`src/rtl/fxp_sqrt_pkg.sv`:
```
package fxp_sqrt_pkg;

    typedef enum logic [1:0] {
        PH_IDLE = 2'd0,
        PH_RUN  = 2'd1,
        PH_HOLD = 2'd2
    } phase_e;

    function automatic int unsigned iter_count(input int unsigned nbits, input int unsigned frac);
        return (nbits + frac + 1) / 2;
    endfunction

endpackage

```
`src/rtl/fxp_sqrt_step.sv`:
```
module fxp_sqrt_step #(
    parameter int unsigned ROOT_W = 12,
    parameter int unsigned IDX_W  = 4
) (
    input  logic [ROOT_W-1:0]   root_cur,
    input  logic [2*ROOT_W-1:0] radicand,
    input  logic [IDX_W-1:0]    bit_idx,
    output logic [ROOT_W-1:0]   root_nxt
);
    localparam int unsigned SQ_W = 2 * ROOT_W;

    logic [ROOT_W-1:0] trial;
    logic [SQ_W-1:0]   trial_w;
    logic [SQ_W-1:0]   trial_sq;

    always_comb begin
        trial    = root_cur | (ROOT_W'(1) << bit_idx);
        trial_w  = SQ_W'(trial);
        trial_sq = trial_w * trial_w;
        root_nxt = (trial_sq <= radicand) ? trial : root_cur;
    end
endmodule

```
`src/rtl/fxp_sqrt_ctrl.sv`:
```
module fxp_sqrt_ctrl
    import fxp_sqrt_pkg::*;
#(
    parameter int unsigned ITER  = 12,
    parameter int unsigned IDX_W = 4
) (
    input  logic             clk,
    input  logic             rst,
    input  logic             in_valid,
    input  logic             out_ready,
    output logic             in_ready,
    output logic             out_valid,
    output logic             done,
    output logic             load,
    output logic             step_en,
    output logic [IDX_W-1:0] bit_idx
);
    typedef struct packed {
        phase_e           phase;
        logic [IDX_W-1:0] idx;
        logic             done;
    } ctrl_t;

    ctrl_t cur_q, nxt_d;

    always_comb begin
        nxt_d      = cur_q;
        nxt_d.done = 1'b0;
        unique case (cur_q.phase)
            PH_IDLE: begin
                if (in_valid) begin
                    nxt_d.phase = PH_RUN;
                    nxt_d.idx   = IDX_W'(ITER - 1);
                end
            end
            PH_RUN: begin
                if (cur_q.idx == '0) begin
                    nxt_d.phase = PH_HOLD;
                    nxt_d.done  = 1'b1;
                end else begin
                    nxt_d.idx = cur_q.idx - IDX_W'(1);
                end
            end
            PH_HOLD: begin
                if (out_ready) nxt_d.phase = PH_IDLE;
            end
            default: nxt_d.phase = PH_IDLE;
        endcase
    end

    always_ff @(posedge clk) begin
        if (rst) begin
            cur_q.phase <= PH_IDLE;
            cur_q.idx   <= '0;
            cur_q.done  <= 1'b0;
        end else begin
            cur_q <= nxt_d;
        end
    end

    assign in_ready  = (cur_q.phase == PH_IDLE);
    assign out_valid = (cur_q.phase == PH_HOLD);
    assign done      = cur_q.done;
    assign load      = in_ready && in_valid;
    assign step_en   = (cur_q.phase == PH_RUN);
    assign bit_idx   = cur_q.idx;


    reset_state_chk: assert property (@(posedge clk) rst |=> (!out_valid && !done && in_ready));

    ready_excl_chk: assert property (@(posedge clk) disable iff (rst) !(in_ready && out_valid));

    done_valid_chk: assert property (@(posedge clk) disable iff (rst) done |-> out_valid);

    done_pulse_chk: assert property (@(posedge clk) disable iff (rst) done |=> !done);

    hold_valid_chk: assert property (@(posedge clk) disable iff (rst) (out_valid && !out_ready) |=> out_valid);

    release_chk: assert property (@(posedge clk) disable iff (rst) (out_valid && out_ready) |=> (in_ready && !out_valid));
endmodule

```
`src/rtl/fxp_sqrt.sv`:
```
module fxp_sqrt
    import fxp_sqrt_pkg::*;
#(
    parameter int unsigned NBITS = 16,
    parameter int unsigned FRAC  = 8
) (
    input  logic             clk,
    input  logic             rst,
    input  logic             in_valid,
    output logic             in_ready,
    input  logic [NBITS-1:0] in_data,
    output logic             out_valid,
    input  logic             out_ready,
    output logic [NBITS-1:0] out_data,
    output logic             done
);
    localparam int unsigned ITER   = iter_count(NBITS, FRAC);
    localparam int unsigned ROOT_W = ITER;
    localparam int unsigned SQ_W   = 2 * ROOT_W;
    localparam int unsigned IDX_W  = (ITER > 1) ? $clog2(ITER) : 1;

    typedef struct packed {
        logic [SQ_W-1:0]   rad;
        logic [ROOT_W-1:0] root;
    } dp_t;

    dp_t dp_q, dp_d;

    logic             load;
    logic             step_en;
    logic [IDX_W-1:0] bit_idx;
    logic [ROOT_W-1:0] root_nxt;

    fxp_sqrt_ctrl #(
        .ITER  (ITER),
        .IDX_W (IDX_W)
    ) ctrl_i (
        .clk       (clk),
        .rst       (rst),
        .in_valid  (in_valid),
        .out_ready (out_ready),
        .in_ready  (in_ready),
        .out_valid (out_valid),
        .done      (done),
        .load      (load),
        .step_en   (step_en),
        .bit_idx   (bit_idx)
    );

    fxp_sqrt_step #(
        .ROOT_W (ROOT_W),
        .IDX_W  (IDX_W)
    ) step_i (
        .root_cur (dp_q.root),
        .radicand (dp_q.rad),
        .bit_idx  (bit_idx),
        .root_nxt (root_nxt)
    );

    always_comb begin
        dp_d = dp_q;
        if (load) begin
            dp_d.rad  = SQ_W'(in_data) << FRAC;
            dp_d.root = '0;
        end else if (step_en) begin
            dp_d.root = root_nxt;
        end
    end

    always_ff @(posedge clk) begin
        if (rst) begin
            dp_q.rad  <= '0;
            dp_q.root <= '0;
        end else begin
            dp_q <= dp_d;
        end
    end

    assign out_data = NBITS'(dp_q.root);


    hold_data_chk: assert property (@(posedge clk) disable iff (rst)
        (out_valid && !out_ready) |=> $stable(out_data));

    root_bound_chk: assert property (@(posedge clk) disable iff (rst)
        ((SQ_W'(dp_q.root) * SQ_W'(dp_q.root)) <= dp_q.rad));

    no_reload_chk: assert property (@(posedge clk) disable iff (rst)
        !in_ready |=> $stable(dp_q.rad));
endmodule

```
`config.mk`:
```
export PLATFORM = sky130hd
export DESIGN_NAME = fxp_sqrt
export DESIGN_NICKNAME = d
export VERILOG_FILES = /design/src/rtl/fxp_sqrt_pkg.sv /design/src/rtl/fxp_sqrt_step.sv /design/src/rtl/fxp_sqrt_ctrl.sv /design/src/rtl/fxp_sqrt.sv
export SDC_FILE = /design/constraint.sdc
export NUM_CORES = 1
export LEC_CHECK = 0
export ABC_AREA = 1
export BUFFER_PORTS_ARGS = -buffer_cell sky130_fd_sc_hd__buf_2
export CAP_MARGIN = 20
export CORE_MARGIN = 2
export CORE_UTILIZATION = 64
export CTS_CLUSTER_SIZE = 28
export DETAILED_ROUTE_END_ITERATION = 6
export PLACE_DENSITY = 0.83
export SYNTH_ARGS = -nofsm -noshare
export SYNTH_HDL_FRONTEND = slang
export SYNTH_SLANG_ARGS = --single-unit
export TNS_END_PERCENT = 10
```
`constraint.sdc`:
```
create_clock -name clk -period 8 [get_ports clk]
set_input_delay 1.6 -clock clk [delete_from_list [all_inputs] [get_ports clk]]
set_output_delay 1.6 -clock clk [all_outputs]
set_load 0.05 [all_outputs]
```
==> reports/results.txt <==
Status = completed
Setup_tns = 0 ns
CTS tree = done
Area Overhead vs Synth = 4.293%
Vias in the first global route = 5164
Worst path max stage delay = 0.54 ns
Startpoint types = register
Reg2Reg Setup Slack = 0.80 ns
CTS buffer count = 5
Routability cong. = 0.8863
N_diodes = 0
Core ar. = 9284 um^2
Initial antenna violation count = 0
Global router's overall resource usage = 0.2800
H-tree levels = 2
Worst min-delay path endpoint = dp_q[21]$_SDFFE_PP0P_
Crit Reg-Reg Endpoint = out_data[2]$_SDFFE_PP0P_
Critical path's slowest cell = fa_1
Unique masters post-synth = 34
Nets@finish = 1031
Synth Instances = 840
Die Area = 10410 um^2
Peak VDD IR = 0.1003 mV
Worst flop-to-flop path startpoint = ctrl_i.bit_idx[0]$_SDFFE_PP0P_
Clk_skew = 0.01128 ns
# clock sinks = 35
DR iter-0 viols = 231
Fmax = 0.1388 GHz
Setup ws final = 0.7965 ns
DR vias = 5096
Post-synth EDFFs = 0
# Post-CTS Setup Buffers = 0
Predominant post-synthesis flop cell = dfxtp_1
Crit-path leading delay family = adder cells
Critical path origin = ctrl_i.bit_idx[0]$_SDFFE_PP0P_
Overflow after GRT = 0
Worst-Skew Late Latency = 0.29 ns
Count leader, synth = inv_1
Setup violators final = 0
Fillers = 817
Quantity of gates resized following cts = 0
Ports = 39
Die height = 102.0 um
Most used cell along the critical path = nand2_1
Clock Pin Slew Worst Setup and Hold Paths = 0.08 ns
Leakage Power = 3.825 nW
Synth Warn # = 0
Post-place setup slack = 0.8659 ns
Worst Path Buf+Inv = 7
Area after DPL = 6319 um^2
Unrepaired setup endpoints after global routing = false
Synth area leaders = fa_1 (27%), ha_1 (15%), inv_1 (14%), nand2_1 (11%), dfxtp_1 (11%)
Initial Util = 0.6624
Min-delay src = dp_q[21]$_SDFFE_PP0P_
Cell Pwr Density = 96.06 nW/um^2
DRT antenna net count = 0
Residual DRC count = 0
Hold_ws = 0.4712 ns
Largest net degree at the start of global routing = 35
Final number of hold-violating endpoints = 0
Chip width = 102.0 um
Final Instance Area = 6414 um^2
Cell taking the most area after synthesis = fa_1
Total power = 616.1 uW
Top cells by instance count after synthesis = inv_1 (223), nand2_1 (187), fa_1 (82)
Minimum clock period = 7.204 ns
HPWL Detailed = 11430 um
Max Fanout on Critical Path = 12
Worst path required time = 8.17 ns
CTS Hold Bufs = 0
CP endpoint kind = register
Final cycle utilization of the critical path = 0.9004
DRT Wirelength = 13420 um
Relative slew slack = 0.3551
Clock Path Buffers = 2
Drt pass-1 iters = 5
Flip-flop and latch count after synthesis = 35
Critical path data arrival time = 7.37 ns
Hold depth = 2
Max Cap Viol = 0
Sequential area share after synthesis = 0.1139
Min-delay worst type = reg -> reg
Placement row count = 35
DR vias/cell = 5.179
First-pass GRT wire length = 23130 um
Avg Inst Size Synth = 7.321 um^2
Critical path class = reg -> reg
Worst-margin pin slew = 0.9638 ns
Drt wl/cell = 13.64 um
R2R cell count = 32
Layout cells sized above 1 = 0.07836
Post-synthesis async set-or-reset flop share = 0
Max-slew violation count = 0
Mapped Area = 6150 um^2
Yosys top cell area share = 0.2669
Root Buffer = clkbuf_8
IO buf count = 34
## state kept, by name (all words and copies together) (netlist names)
register / count
ctrl_i.cur_q: 2
dp_q: 16
out_data: 12
ctrl_i.bit_idx: 4
ctrl_i.done: 1
## through the flow
stage	std cells	utilization
floorplan	843	-
global placement	976	0.6806
detailed placement	976	0.6806
CTS	984	0.6908
global route	984	0.6908
finish	984	0.6908
## report_power, final
group | internal, mW | leakage (nW) | total, mW | switching [mW]
registers | 0.189 | 0.287 | 0.196 | 0.00775
clock network | 0.0706 | 0.0484 | 0.138 | 0.0677
logic | 0.0911 | 3.49 | 0.281 | 0.190
## worst reg2reg max path, delay by kind of cell, from the launching register on
kind                     cells  cell delay [ns]
AND/OR/NAND/NOR             13             1.45
adder cells (fa/ha/maj)      8             3.53
AO/OA/AOI/OAI                4             1.02
buffers and inverters        7             0.72
flip-flops                   1             0.38
## layer usage
metal  GRT usage  part of all wire  vias to the layer above
met1      0.3627              0.43                     2408
li1            -                 -                     2514
met4     0.07897             0.021                        0
met3     0.04514             0.058                       20
met2      0.4868              0.49                      154
met5           0                 0                        -
## cell type report
class,instances,area (um^2),share of cell area
clock inverter,1,8.758,0.001366
timing repair buffer,39,207.7,0.03238
sequential,35,700.7,0.1092
multi-input combinational,547,4400,0.6861
inverter,226,848.3,0.1323
tap,129,161.4,0.02517
clock buffer,7,86.33,0.01346
## cell usage in the layout (no fill, tap or decap)
cell        n
a21boi_0    2
a21o_1      3
a21oi_1    43
a21oi_2    11
a31oi_1     2
buf_2      34
buf_4       5
clkbuf_1    1
clkbuf_8    6
clkinv_4    1
conb_1      4
dfxtp_1    35
fa_1       82
ha_1       75
inv_1     223
inv_2       3
mux2_2      2
nand2_1   187
nand2_2     2
nand3_1    20
nand3_2     1
nand4_1     6
nor2_1     42
nor3_1     10
nor3b_1     1
o211a_1     1
o21ai_0    31
o21ai_1     3
o21ai_2     2
o21bai_1    1
o31a_1      1
o31ai_1     1
xnor2_1     4
xor2_1     10
## cell families (layout without fill, tap and decap cells)
kind of cell,count (synthesis),in the layout,synth area share
xor+xnor,14,14,0.01994
simple gates,269,269,0.1752
buf+inv,261,273,0.1723
fa+ha+maj,157,157,0.4195
other cells,1,4,0.0006098
flops,35,35,0.1139
mux,2,2,0.003662
compound gates,101,101,0.09481
## worst max path at each step
stage | to | slack [ns] | depth (start not counted)
floorplan | out_data[0]$_SDFFE_PP0P_ | 1.71 | 34
global placement | out_data[2]$_SDFFE_PP0P_ | 1.08 | 33
detailed placement | out_data[2]$_SDFFE_PP0P_ | 0.87 | 32
CTS | out_data[2]$_SDFFE_PP0P_ | 0.81 | 32
global route | out_data[2]$_SDFFE_PP0P_ | 0.38 | 32
finish | out_data[2]$_SDFFE_PP0P_ | 0.80 | 32
Note: power is estimated with default switching activity, not from simulation.
